--- src/rtl/dlc_pkg.sv ---
package dlc_pkg;
  typedef enum logic [1:0] {
    LN_IDLE    = 2'd0,
    LN_RD_WAIT = 2'd1,
    LN_WR_WAIT = 2'd2
  } line_st_e;
endpackage

--- src/rtl/dlc_line_table.sv ---
module dlc_line_table
  import dlc_pkg::*;
#(
  parameter int ENTRIES = 4,
  parameter int LINE_W  = 16
) (
  input  logic                     clk,
  input  logic                     rst_n,
  input  logic                     alloc_en,
  input  logic                     alloc_write,
  input  logic [LINE_W-1:0]        alloc_line,
  input  logic                     free_en,
  input  logic [$clog2(ENTRIES > 1 ? ENTRIES : 2)-1:0] free_idx,
  input  logic [LINE_W-1:0]        qa_line,
  output logic                     qa_busy,
  input  logic [LINE_W-1:0]        qr_line,
  output logic                     qr_hit,
  output logic [$clog2(ENTRIES > 1 ? ENTRIES : 2)-1:0] qr_idx,
  output line_st_e                 qr_state,
  output logic                     full
);
  localparam int IDX_W = $clog2(ENTRIES > 1 ? ENTRIES : 2);

  logic [ENTRIES-1:0] vld;
  line_st_e           st [ENTRIES];
  logic [LINE_W-1:0]  ln [ENTRIES];
  logic [IDX_W-1:0]   alloc_idx;

  always_comb begin
    alloc_idx = '0;
    for (int i = ENTRIES - 1; i >= 0; i--) begin
      if (!vld[i]) alloc_idx = IDX_W'(i);
    end
  end

  assign full = &vld;

  always_comb begin
    qa_busy  = 1'b0;
    qr_hit   = 1'b0;
    qr_idx   = '0;
    qr_state = LN_IDLE;
    for (int i = 0; i < ENTRIES; i++) begin
      if (vld[i] && ln[i] == qa_line) qa_busy = 1'b1;
      if (vld[i] && ln[i] == qr_line) begin
        qr_hit   = 1'b1;
        qr_idx   = IDX_W'(i);
        qr_state = st[i];
      end
    end
  end

  for (genvar g = 0; g < ENTRIES; g++) begin : g_ent
    logic do_alloc, do_free;
    assign do_alloc = alloc_en && (alloc_idx == IDX_W'(g));
    assign do_free  = free_en && (free_idx == IDX_W'(g));

    always_ff @(posedge clk or negedge rst_n) begin
      if (!rst_n) begin
        vld[g] <= 1'b0;
        st[g]  <= LN_IDLE;
        ln[g]  <= '0;
      end else if (do_alloc) begin
        vld[g] <= 1'b1;
        st[g]  <= alloc_write ? LN_WR_WAIT : LN_RD_WAIT;
        ln[g]  <= alloc_line;
      end else if (do_free) begin
        vld[g] <= 1'b0;
        st[g]  <= LN_IDLE;
      end
    end
  end
endmodule

--- src/rtl/dlc_park_fifo.sv ---
module dlc_park_fifo #(
  parameter int DEPTH = 4,
  parameter int W     = 8
) (
  input  logic         clk,
  input  logic         rst_n,
  input  logic         push,
  input  logic [W-1:0] push_data,
  input  logic         pop,
  output logic [W-1:0] head,
  output logic         empty,
  output logic         full
);
  localparam int PW = $clog2(DEPTH > 1 ? DEPTH : 2);
  localparam int CW = $clog2(DEPTH + 1);

  logic [W-1:0]  mem [DEPTH];
  logic [PW-1:0] wp, rp;
  logic [CW-1:0] cnt;

  assign empty = (cnt == '0);
  assign full  = (cnt == CW'(DEPTH));
  assign head  = mem[rp];

  function automatic logic [PW-1:0] bump(input logic [PW-1:0] p);
    return (p == PW'(DEPTH - 1)) ? '0 : p + 1'b1;
  endfunction

  always_ff @(posedge clk or negedge rst_n) begin
    if (!rst_n) begin
      wp  <= '0;
      rp  <= '0;
      cnt <= '0;
    end else begin
      if (push) wp <= bump(wp);
      if (pop)  rp <= bump(rp);
      if (push && !pop)      cnt <= cnt + 1'b1;
      else if (pop && !push) cnt <= cnt - 1'b1;
    end
  end

  for (genvar g = 0; g < DEPTH; g++) begin : g_slot
    always_ff @(posedge clk) begin
      if (push && wp == PW'(g)) mem[g] <= push_data;
    end
  end
endmodule

--- src/rtl/dma_line_ctrl.sv ---
module dma_line_ctrl
  import dlc_pkg::*;
#(
  parameter int LINE_W     = 16,
  parameter int DATA_W     = 32,
  parameter int ENTRIES    = 4,
  parameter int PARK_DEPTH = 4
) (
  input  logic              clk,
  input  logic              rst_n,
  input  logic              req_valid,
  output logic              req_ready,
  input  logic              req_write,
  input  logic [LINE_W-1:0] req_line,
  input  logic [DATA_W-1:0] req_wdata,
  output logic              mem_valid,
  input  logic              mem_ready,
  output logic              mem_write,
  output logic [LINE_W-1:0] mem_line,
  output logic [DATA_W-1:0] mem_wdata,
  input  logic              rsp_valid,
  output logic              rsp_ready,
  input  logic              rsp_is_data,
  input  logic [LINE_W-1:0] rsp_line,
  input  logic [DATA_W-1:0] rsp_data,
  output logic              cb_valid,
  output logic              cb_write,
  output logic [LINE_W-1:0] cb_line,
  output logic [DATA_W-1:0] cb_data,
  output logic              resp_err
);
  localparam int IDX_W = $clog2(ENTRIES > 1 ? ENTRIES : 2);
  localparam int PK_W  = 1 + LINE_W + DATA_W;

  // parked queue
  logic              pk_push, pk_pop, pk_empty, pk_full;
  logic [PK_W-1:0]   pk_head;
  logic              h_write;
  logic [LINE_W-1:0] h_line;
  logic [DATA_W-1:0] h_wdata;
  assign {h_write, h_line, h_wdata} = pk_head;

  // table
  logic              qa_busy, qr_hit, tbl_full;
  logic [IDX_W-1:0]  qr_idx;
  line_st_e          qr_state;
  logic [LINE_W-1:0] cand_line;

  // control
  logic              wake_q, wake_d;
  logic              replay_go, blocked, slot_free, issue;
  logic              iss_write;
  logic [LINE_W-1:0] iss_line;
  logic [DATA_W-1:0] iss_wdata;
  logic              done;

  assign replay_go = wake_q && !pk_empty;
  assign cand_line = replay_go ? h_line : req_line;
  assign blocked   = qa_busy || tbl_full;
  assign slot_free = !mem_valid || mem_ready;

  always_comb begin
    issue     = 1'b0;
    pk_push   = 1'b0;
    pk_pop    = 1'b0;
    req_ready = 1'b0;
    iss_write = req_write;
    iss_line  = req_line;
    iss_wdata = req_wdata;
    if (replay_go) begin
      iss_write = h_write;
      iss_line  = h_line;
      iss_wdata = h_wdata;
      if (!blocked && slot_free) begin
        issue  = 1'b1;
        pk_pop = 1'b1;
      end
    end else if (!pk_empty) begin
      req_ready = !pk_full;
      pk_push   = req_valid && !pk_full;
    end else if (blocked) begin
      req_ready = 1'b1;
      pk_push   = req_valid;
    end else begin
      req_ready = slot_free;
      issue     = req_valid && slot_free;
    end
  end

  // response matching
  assign rsp_ready = 1'b1;
  assign done = rsp_valid && qr_hit &&
                ((rsp_is_data && qr_state == LN_RD_WAIT) ||
                 (!rsp_is_data && qr_state == LN_WR_WAIT));

  always_comb begin
    if (done)                       wake_d = 1'b1;
    else if (replay_go && blocked)  wake_d = 1'b0;
    else if (pk_empty)              wake_d = 1'b0;
    else                            wake_d = wake_q;
  end

  dlc_park_fifo #(.DEPTH(PARK_DEPTH), .W(PK_W)) u_park (
    .clk(clk), .rst_n(rst_n),
    .push(pk_push), .push_data({req_write, req_line, req_wdata}),
    .pop(pk_pop), .head(pk_head), .empty(pk_empty), .full(pk_full)
  );

  dlc_line_table #(.ENTRIES(ENTRIES), .LINE_W(LINE_W)) u_tbl (
    .clk(clk), .rst_n(rst_n),
    .alloc_en(issue), .alloc_write(iss_write), .alloc_line(iss_line),
    .free_en(done), .free_idx(qr_idx),
    .qa_line(cand_line), .qa_busy(qa_busy),
    .qr_line(rsp_line), .qr_hit(qr_hit), .qr_idx(qr_idx), .qr_state(qr_state),
    .full(tbl_full)
  );

  // registers
  always_ff @(posedge clk or negedge rst_n) begin
    if (!rst_n) begin
      wake_q    <= 1'b0;
      mem_valid <= 1'b0;
      mem_write <= 1'b0;
      mem_line  <= '0;
      mem_wdata <= '0;
      cb_valid  <= 1'b0;
      cb_write  <= 1'b0;
      cb_line   <= '0;
      cb_data   <= '0;
      resp_err  <= 1'b0;
    end else begin
      wake_q   <= wake_d;
      cb_valid <= done;
      resp_err <= rsp_valid && !done;
      if (issue) begin
        mem_valid <= 1'b1;
        mem_write <= iss_write;
        mem_line  <= iss_line;
        mem_wdata <= iss_write ? iss_wdata : '0;
      end else if (mem_ready) begin
        mem_valid <= 1'b0;
      end
      if (done) begin
        cb_write <= !rsp_is_data;
        cb_line  <= rsp_line;
        cb_data  <= rsp_is_data ? rsp_data : '0;
      end
    end
  end
endmodule

--- config.mk ---
export PLATFORM = sky130hd
export DESIGN_NAME = dma_line_ctrl
export DESIGN_NICKNAME = d
export VERILOG_FILES = /design/src/rtl/dlc_pkg.sv /design/src/rtl/dlc_line_table.sv /design/src/rtl/dlc_park_fifo.sv /design/src/rtl/dma_line_ctrl.sv
export SDC_FILE = /design/constraint.sdc
export NUM_CORES = 1
export LEC_CHECK = 0
export ABC_CLOCK_PERIOD_IN_PS = 13600
export BUFFER_PORTS_ARGS = -buffer_cell sky130_fd_sc_hd__buf_2
export CORE_MARGIN = 3
export CORE_UTILIZATION = 60
export DETAILED_ROUTE_END_ITERATION = 8
export GPL_TIMING_DRIVEN = 0
export HOLD_SLACK_MARGIN = 0.05
export PLACE_DENSITY = 0.82
export SETUP_SLACK_MARGIN = 0.2
export SYNTH_ARGS = -nofsm -noshare
export SYNTH_HDL_FRONTEND = slang
export SYNTH_SLANG_ARGS = --single-unit
--- constraint.sdc ---
create_clock -name clk -period 13.6 [get_ports clk]
set_input_delay 3.4 -clock clk [delete_from_list [all_inputs] [get_ports clk]]
set_output_delay 3.4 -clock clk [all_outputs]
set_load 0.01 [all_outputs]
==> out/qor.txt, run 1 <==
outcome: completed
endpoint class of the critical path: primary output
core area: 29,700 sq um
EDFF count, synth: 196
setup TNS: 0 ns
met3 usage: 5.83%
area delta synth->final: 16.4%
CTS tree: yes
Detail Route Antenna Nets: 0
Post-CTS Setup Repair Bufs: 0
starting density of the core: 61.1%
f_max: 0.101 GHz
max-slew violations: 0
Critical Path Start Type: input port
WP data arrival: 6.49 ns
GPL Wtd Cong: 1.01
Core Rows: 63
Slew @ Worst Pin: 1.16 ns
number of I/O pins: 206
Syn Nets: 1,416
vias in the first global route: 12,200
Area contributors post-synth: edfxtp_1 (32%), dfrtp_1 (25%), mux2_4 (6.1%), mux4_2 (6.1%), xnor2_1 (4.4%)
post-synthesis cell count: 1,306
drt total wl: 47.8 mm
DIE AREA: 32,400 sq um
Seq/Total Area, Yosys: 57.9%
P_leak: 9.08 nW
ys async rst share: 48.6%
Rel. slew slack: 20.8%
DRC marker count from the first detailed-route iteration: 1,023
busiest grt layer: met2
Hold Startpoint: cb_line[0]
setup slack, reg-to-reg: 8.70 ns
largest net degree at the start of global routing: 113
port bufs: 187
Tot GR Track Use: 29.5%
MaxCap Viol Count: 0
met2 usage: 48.6%
Remaining DRCs: 0
min Tclk post-route: 9.89 ns
placed cell areas: 19,800 sq um
antenna violations before repair: 4
layout cell share with drive strength beyond 1: 30.5%
WL/cell: 24.3 microns
most common cell in the netlist: edfxtp_1
clk sinks: 381
Hold Vio Cnt, Final: 0
Reg2Reg Launch Point: u_park.cnt[0]
H-tree Lvls: 2
number of synthesized register bits: 381
hold endpoint: cb_line[0]
power per cell area: 134 nW/um^2
top cell type by total area after synthesis: edfxtp_1
final instance area: 21,100 sq um
worst clock skew: 0.0181 ns
CTS hold repair buffers: 0
via/cell ratio: 5.95
GRT Residual Overflow: 0
Final Cycle Share: 72.7%
Yosys cell types: 64
Max Buffers Root-to-Sink: 3
met1 Use GR: 40.1%
first drt pass iteration count: 5
top-area cell type share of the netlist area: 32.4%
post-CTS sizing: 0
TritonCTS buffer count: 40
Fin Hold WS: 0.497 ns
hold depth: 1
synthesized cell area: 18,200 sq um
R2R depth: 13
Mapped Avg Cell Area: 13.9 sq um
Final nets: 1,652
critical path class: in2out
CP required: 10.20 ns
Die Height: 180 microns
RSZ-0062 raised after global routing: false
clock slew at reported path FFs: 0.06 ns
die width: 180 microns
Max VDD drop: 0.112 mV
most used flip-flop cell after synthesis: edfxtp_1
most frequent cells after synthesis: edfxtp_1 (196), dfrtp_1 (185), nand2_1 (141)
worst hold path class: reg2reg
Worst-Skew Late Latency: 0.54 ns
clock root cell: clkbuf_16
Ys Warns: 0
CP max FO: 9
vias post-DR: 11,700
Setup-failing EPs final: 0
global-route wire length before repair: 73.5 mm
FF-to-FF End: u_park.cnt[1]
Detailed Place HPWL: 33.5 mm
-- worst max-delay path: stages --
cell and delay, ns:
buf_2 0.12, clkbuf_1 0.32, xor2_1 0.12, a2111oi_0 1.00, a311oi_1 0.26, a221o_1 0.36, a21oi_4 0.19, or2_4 0.16
buf_12 0.14, nor3_1 0.05, o21ai_0 0.18, buf_2 0.17
-- final cells by class --
class | instances | area (sq um)
antenna | 2 | 5.00
buffer | 75 | 389
clock buffer | 57 | 1130
clock inverter | 17 | 221
fill | 1989 | 8580
inverter | 63 | 236
multi-input combinational | 787 | 7050
sequential | 381 | 10500
tap | 390 | 488
timing repair buffer | 194 | 1110
-- cells by family (layout without fill, tap and decap cells) --
| family | count (synthesis) | in the layout | share of synthesized area, % |
|---|---|---|---|
| other | 1 | 3 | 0.0207 |
| AND/OR/NAND/NOR | 278 | 278 | 7.45 |
| adder cells (fa/ha/maj) | 7 | 7 | 0.524 |
| XOR/XNOR | 179 | 179 | 8.63 |
| flip-flops | 381 | 381 | 57.9 |
| multiplexers | 222 | 222 | 18.1 |
| AO/OA/AOI/OAI | 100 | 100 | 3.92 |
| buffers and inverters | 138 | 406 | 3.45 |
-- metrics by stage --
stage / util, % / instances / setup WS, ns / power, W
final: 71.1 / 1966 / 3.71 / 0.00283
after global routing: 71.1 / 1965 / 3.62 / 0.00293
after CTS: 71.1 / 1964 / 3.68 / 0.00285
after detailed placement: 66.6 / 1890 / 3.72 / 0.00174
after global placement: 65.9 / 1883 / 3.37 / 0.00170
after floorplan: - / 1306 / 4.70 / 0.00159
-- sequential cells by signal, indices dropped and copies added (netlist names), 3 cells and up --
name / flops
mem_wdata: 32
mem_line: 16
u_tbl.vld: 4
cb_data: 32
cb_line: 16
u_tbl.st: 8
u_tbl.ln: 64
u_park.mem: 196
u_park.cnt: 3
-- how the worst max path moves through the flow --
stage | slack (ns) | startpoint | depth (start not counted) | to
finish | 3.71 | req_line[6] | 12 | req_ready
global route | 3.62 | req_line[4] | 12 | req_ready
CTS | 3.68 | req_line[6] | 12 | req_ready
detailed placement | 3.72 | req_line[6] | 12 | req_ready
global placement | 3.37 | req_line[6] | 11 | u_park.mem[1][11]
floorplan | 4.70 | req_line[2] | 9 | req_ready
-- routing by layer --
| layer | wire (microns) | vias up |
|---|---|---|
| li1 | - | 5184 |
| met1 | 18800 | 5866 |
| met2 | 23500 | 546 |
| met3 | 4010 | 102 |
| met4 | 1470 | 4 |
| met5 | 21 | - |
-- where the power goes --
part	internal [W]	switching (W)
logic	0.000121	0.000209
registers	0.00135	0.0000391
clock network	0.000658	0.000454
total	0.00213	0.000702
-- placed cells by master, fill, tap and decap left out, types with 4 or more instances in the layout --
cell type  count
a211oi_1       4
a21oi_1       38
and3_1         4
buf_1          4
buf_12         5
buf_2        193
buf_6         10
bufinv_16      4
clkbuf_1      63
clkbuf_16     41
clkbuf_8       4
clkinv_2       8
dfrtp_1      185
edfxtp_1     196
ha_1           6
inv_1         63
mux2_2        64
mux2_4        74
mux2i_1       35
mux4_2        49
nand2_1      141
nand3_1       29
nand4_1       24
nor2_1        14
nor2_4         4
nor3_1        17
nor3_4         5
nor4_1        21
o21ai_0        7
o21bai_1       5
o31ai_1       11
or3_1          4
xnor2_1       91
xor2_1        88
(Power assumes the default switching activity.)
==> run 2: changes to the inputs <==
--- a/config.mk
+++ b/config.mk
@@ -5,14 +5,14 @@
 export SDC_FILE = /design/constraint.sdc
 export NUM_CORES = 1
 export LEC_CHECK = 0
-export ABC_CLOCK_PERIOD_IN_PS = 13600
+export ABC_CLOCK_PERIOD_IN_PS = 10200
 export BUFFER_PORTS_ARGS = -buffer_cell sky130_fd_sc_hd__buf_2
 export CORE_MARGIN = 3
-export CORE_UTILIZATION = 60
+export CORE_UTILIZATION = 59
 export DETAILED_ROUTE_END_ITERATION = 8
 export GPL_TIMING_DRIVEN = 0
 export HOLD_SLACK_MARGIN = 0.05
-export PLACE_DENSITY = 0.82
+export PLACE_DENSITY = 0.8
 export SETUP_SLACK_MARGIN = 0.2
 export SYNTH_ARGS = -nofsm -noshare
 export SYNTH_HDL_FRONTEND = slang
==> constraint.sdc (replaced) <==
create_clock -name clk -period 10.2 [get_ports clk]
set_input_delay 2.55 -clock clk [delete_from_list [all_inputs] [get_ports clk]]
set_output_delay 2.55 -clock clk [all_outputs]
set_load 0.01 [all_outputs]
==> run 2 against run 1 <==
Compared with the run above:
- sequential share of layout area up 0.20 points
- critical path depth unchanged
- final cell count down 0.31%
- hold slack better by 0.0028 ns
- clock power increased by 33%
- combinational power rose by 30%
- first-iteration DRC count up 13%
- highest routed layer unchanged
==> out/qor.txt, run 2 (synthesis gave the netlist of run 1 again) <==
starting density of the core: 60.6%
port bufs: 187
outcome: completed
Top reg by flops: u_park.mem
# diodes: 0
Slew @ Worst Pin: 1.18 ns
core area: 30,000 sq um
Detailed Place HPWL: 33.8 mm
clk sinks: 381
endpoint class of the critical path: primary output
Max Buffers Root-to-Sink: 3
GRT Residual Overflow: 0
area delta synth->final: 16.0%
most common cell after layout, fill and taps aside: edfxtp_1
final core utilization: 70.3%
layout cell share with drive strength beyond 1: 30.6%
post-CTS sizing: 0
Post-CTS Setup Repair Bufs: 0
Fin Hold WS: 0.500 ns
largest net degree at the start of global routing: 112
worst hold path class: reg2reg
Core Rows: 63
power per cell area: 179 nW/um^2
Critical Path Start Type: input port
CTS hold repair buffers: 0
Final Cycle Share: 79.5%
setup TNS: 0 ns
drt total wl: 48.5 mm
clock slew at reported path FFs: 0.05 ns
min Tclk post-route: 8.11 ns
WL/cell: 24.7 microns
Final nets: 1,650
clock root cell: clkbuf_16
max-slew violations: 0
vias post-DR: 11,800
worst slack, placed: 2.18 ns
RSZ-0062 raised after global routing: false
MaxCap Viol Count: 0
die width: 181 microns
global-route wire length before repair: 74.3 mm
vias in the first global route: 12,200
max reg flops: 196
final setup margin: 2.09 ns
Pwr Total: 0.00376 W
first drt pass iteration count: 5
DIE AREA: 32,900 sq um
CP max FO: 9
Max VDD drop: 0.202 mV
CP required: 7.65 ns
Hold Vio Cnt, Final: 0
Detail Route Antenna Nets: 0
Tot GR Track Use: 29.5%
most frequent cells in the layout: edfxtp_1 (196), buf_2 (193), dfrtp_1 (185), nand2_1 (141), xnor2_1 (91)
GPL Wtd Cong: 0.976
TritonCTS buffer count: 40
WP data arrival: 5.56 ns
Remaining DRCs: 0
Setup-failing EPs final: 0
P_leak: 9.05 nW
worst clock skew: 0.0150 ns
Die Height: 181 microns
Worst-Skew Late Latency: 0.54 ns
DRC marker count from the first detailed-route iteration: 1,161
H-tree Lvls: 2
via/cell ratio: 6.01
critical path class: in2out
f_max: 0.123 GHz
largest registers: u_park.mem: 196 flops, u_tbl.ln: 64 flops
CTS tree: yes
number of I/O pins: 206
antenna violations before repair: 5
Rel. slew slack: 19.2%
==> run 2: report_power, final <==
group          switching (W)  internal, W
logic               0.000278     0.000150
registers          0.0000543      0.00180
clock network       0.000604     0.000874
total               0.000937      0.00283
==> run 2: final timing paths <==
kind / from / endpoint / slack [ns] / cells past startpoint
max: req_line[2] / req_ready / 2.09 / 12
min: cb_line[15] / cb_line[15] / 0.50 / 1
max reg2reg: u_park.cnt[0] / u_park.cnt[1] / 5.11 / 13
min reg2reg: cb_line[15] / cb_line[15] / 0.50 / 1
max in group asynchronous: rst_n / cb_data[21] / 7.25 / 2
min in group asynchronous: rst_n / mem_line[14] / 1.97 / 1
==> run 2: per-stage QoR <==
| step | instances | instance area [sq um] |
|---|---|---|
| after global placement | 1883 | 19600 |
| after floorplan | 1306 | 18200 |
| after detailed placement | 1888 | 19700 |
| after global routing | 1960 | 21100 |
| after CTS | 1960 | 21100 |
| final | 1960 | 21100 |
==> run 2: critical path, stage by stage <==
cell and delay (ns):
buf_2 0.14, clkbuf_1 0.33, xor2_1 0.12, a2111oi_0 1.00, a311oi_1 0.24, a221o_1 0.35, a21oi_4 0.18, or2_4 0.16
buf_12 0.14, nor3_1 0.05, o21ai_0 0.13, buf_2 0.17
==> run 2: layout make-up <==
type | instances | area [sq um]
Buffer | 75 | 389
Fill cell | 2049 | 8900
Tap cell | 390 | 488
Clock inverter | 24 | 263
Timing Repair Buffer | 192 | 1050
Clock buffer | 48 | 1060
Multi-Input combinational cell | 787 | 7050
Inverter | 63 | 236
Sequential cell | 381 | 10500
==> run 2: routing by layer <==
metal	global-route usage, %	routed length [microns]	vias up
met2	48.7	24100	560
li1	-	-	5173
met4	8.71	1380	10
met1	40.7	19000	5933
met5	0	49	-
met3	5.27	3910	97
==> run 3: changes to the inputs <==
--- a/config.mk
+++ b/config.mk
@@ -5,14 +5,14 @@
 export SDC_FILE = /design/constraint.sdc
 export NUM_CORES = 1
 export LEC_CHECK = 0
-export ABC_CLOCK_PERIOD_IN_PS = 10200
+export ABC_CLOCK_PERIOD_IN_PS = 6800
 export BUFFER_PORTS_ARGS = -buffer_cell sky130_fd_sc_hd__buf_2
 export CORE_MARGIN = 3
-export CORE_UTILIZATION = 59
+export CORE_UTILIZATION = 53
 export DETAILED_ROUTE_END_ITERATION = 8
 export GPL_TIMING_DRIVEN = 0
 export HOLD_SLACK_MARGIN = 0.05
-export PLACE_DENSITY = 0.8
+export PLACE_DENSITY = 0.76
 export SETUP_SLACK_MARGIN = 0.2
 export SYNTH_ARGS = -nofsm -noshare
 export SYNTH_HDL_FRONTEND = slang
==> constraint.sdc (replaced) <==
create_clock -name clk -period 6.8 [get_ports clk]
set_input_delay 1.7 -clock clk [delete_from_list [all_inputs] [get_ports clk]]
set_output_delay 1.7 -clock clk [all_outputs]
set_load 0.01 [all_outputs]
==> run 3 against run 2 <==
Compared with the run above:
- sequential cell count unchanged
- critical endpoint unchanged
- sequential power rose by 49%
- utilization fell by 7.1 points
- setup slack worse by 1.7 ns
- clock skew rose by 0.0045 ns
- first-iteration DRC count fell by 31%
- die area rose by 11%
- clock power increased by 51%
==> out/qor.txt, run 3 (synthesis gave the netlist of run 1 again) <==
WL/cell: 23.1 microns
Seq pwr share: 49.0%
max reg flops: 196
Critical-path top delay cell: a2111oi_0
Worst path max stage delay: 0.98 ns
NetSw: 0.00140 W
antenna violations before repair: 3
area delta synth->final: 16.9%
largest net degree at the start of global routing: 116
Post-CTS Setup Repair Bufs: 0
critical-path cell list: buf_2 -> clkbuf_1 -> xor2_1 -> a2111oi_0 -> a31oi_1 -> a221o_1 -> a21oi_4 -> or2_4 -> buf_12 -> nor3_1 -> o21ai_0 -> buf_2
number of I/O pins: 206
Critical Path Start Type: input port
layout cell share with drive strength beyond 1: 30.8%
outcome: completed
die width: 191 microns
Detail Route Antenna Nets: 0
via/cell ratio: 5.69
clock slew at reported path FFs: 0.06 ns
Setup-failing EPs final: 0
Fin Hold WS: 0.499 ns
TritonCTS buffer count: 41
port bufs: 187
clock root cell: clkbuf_16
critical path class: in2out
core area: 33,600 sq um
most used cell, CP: buf_2
starting density of the core: 54.0%
min Tclk post-route: 6.40 ns
GPL Wtd Cong: 0.951
Final Cycle Share: 94.1%
DRC marker count from the first detailed-route iteration: 800
Slew @ Worst Pin: 1.12 ns
clock share of power: 39.5%
clk sinks: 381
most common cell after layout, fill and taps aside: edfxtp_1
Die Height: 191 microns
largest registers: u_park.mem: 196 flops, u_tbl.ln: 64 flops
switching power share of the total: 24.7%
vias in the first global route: 11,700
max-slew violations: 0
WP data arrival: 4.70 ns
Tot GR Track Use: 25.7%
Worst-Skew Late Latency: 0.55 ns
Rel. slew slack: 23.2%
global-route wire length before repair: 70.4 mm
f_max: 0.156 GHz
H-tree Lvls: 2
Pint: 0.00426 W
MaxCap Viol Count: 0
power per cell area: 267 nW/um^2
most frequent cells in the layout: edfxtp_1 (196), buf_2 (193), dfrtp_1 (185), nand2_1 (141), xnor2_1 (91)
final core utilization: 63.2%
CTS tree: yes
first drt pass iteration count: 5
Top reg by flops: u_park.mem
Core Rows: 67
CTS hold repair buffers: 0
DIE AREA: 36,500 sq um
Max Buffers Root-to-Sink: 3
Inst Count DP: 1,948
fillers: 2,541
vias post-DR: 11,500
worst clock skew: 0.0195 ns
# diodes: 0
Detailed Place HPWL: 33.6 mm
final instance area: 21,200 sq um
GRT Residual Overflow: 0
Pwr Total: 0.00566 W
CP required: 5.10 ns
CP max FO: 9
worst hold path class: reg2reg
post-CTS sizing: 0
Hold Vio Cnt, Final: 0
Combinational Power Share: 11.5%
Finished Layout Cells: 2,024
P_leak: 9.09 nW
drt total wl: 46.8 mm
endpoint class of the critical path: primary output
placed cell areas: 19,900 sq um
Final nets: 1,653
Remaining DRCs: 0
RSZ-0062 raised after global routing: false
Max VDD drop: 0.271 mV
[run 3: changes by cell type in the layout (fill, tap and decap cells not counted), moves of 2 or more]
cell	delta
clkbuf_8	+4
clkinv_4	-2
buf_16	+3
clkinv_2	-2
bufinv_16	-2
clkinvlp_4	+2
clkbuf_1	+3
[run 3: area by class of cell]
type | instances | area (sq um) | share of cell area [%]
Buffer | 75 | 389 | 1.83
Clock buffer | 56 | 1150 | 5.43
Clock inverter | 20 | 214 | 1.01
Inverter | 63 | 236 | 1.11
Multi-Input combinational cell | 787 | 7050 | 33.2
Sequential cell | 381 | 10500 | 49.5
Tap cell | 448 | 561 | 2.64
Timing Repair Buffer | 194 | 1120 | 5.26
[run 3: final timing paths]
kind	cells after the start	from	end	slack, ns
worst max-delay path	12	req_line[6]	req_ready	0.40
worst min-delay path	1	cb_line[1]	cb_line[1]	0.50
worst max register to register	13	u_park.cnt[0]	u_park.cnt[1]	1.94
worst min register to register	1	cb_line[1]	cb_line[1]	0.50
max in group asynchronous	2	rst_n	mem_wdata[23]	4.71
min in group asynchronous	1	rst_n	cb_line[6]	1.10
[run 3: layer usage]
layer / track usage (%) / up-vias / part of all wire [%]
met5: 0 / - / 0.083
met4: 8.61 / 6 / 3.3
li1: - / 5188 / -
met3: 4.77 / 87 / 7.4
met1: 35.6 / 5761 / 42
met2: 41.3 / 467 / 47
[run 3: metrics by stage]
step           setup TNS [ns]  worst slack [ns]
2_1_floorplan               0             0.660
3_3_place_gp          -327.24             -1.69
3_5_place_dp                0             0.400
4_1_cts                     0             0.391
5_1_grt                     0             0.278
6_report                    0             0.398
[run 3: power by group through the flow]
| stage | Clock (W) | Combinational [W] | Sequential, W |
|---|---|---|---|
| final | 0.00223 | 0.000652 | 0.00277 |
| after detailed placement | 0 | 0.000659 | 0.00281 |
| after CTS | 0.00227 | 0.000661 | 0.00277 |
| after global placement | 0 | 0.000565 | 0.00283 |
| after global routing | 0.00237 | 0.000710 | 0.00279 |
| after floorplan | 0 | 0.000373 | 0.00281 |
[run 3: critical path: cells and delay by family]
kind / cells / cell delay, ns
and+or+nand+nor: 2 / 0.21
AOI/OAI and AO/OA: 5 / 1.86
xor gates and xnor gates: 1 / 0.14
buffers and inverters: 4 / 0.77
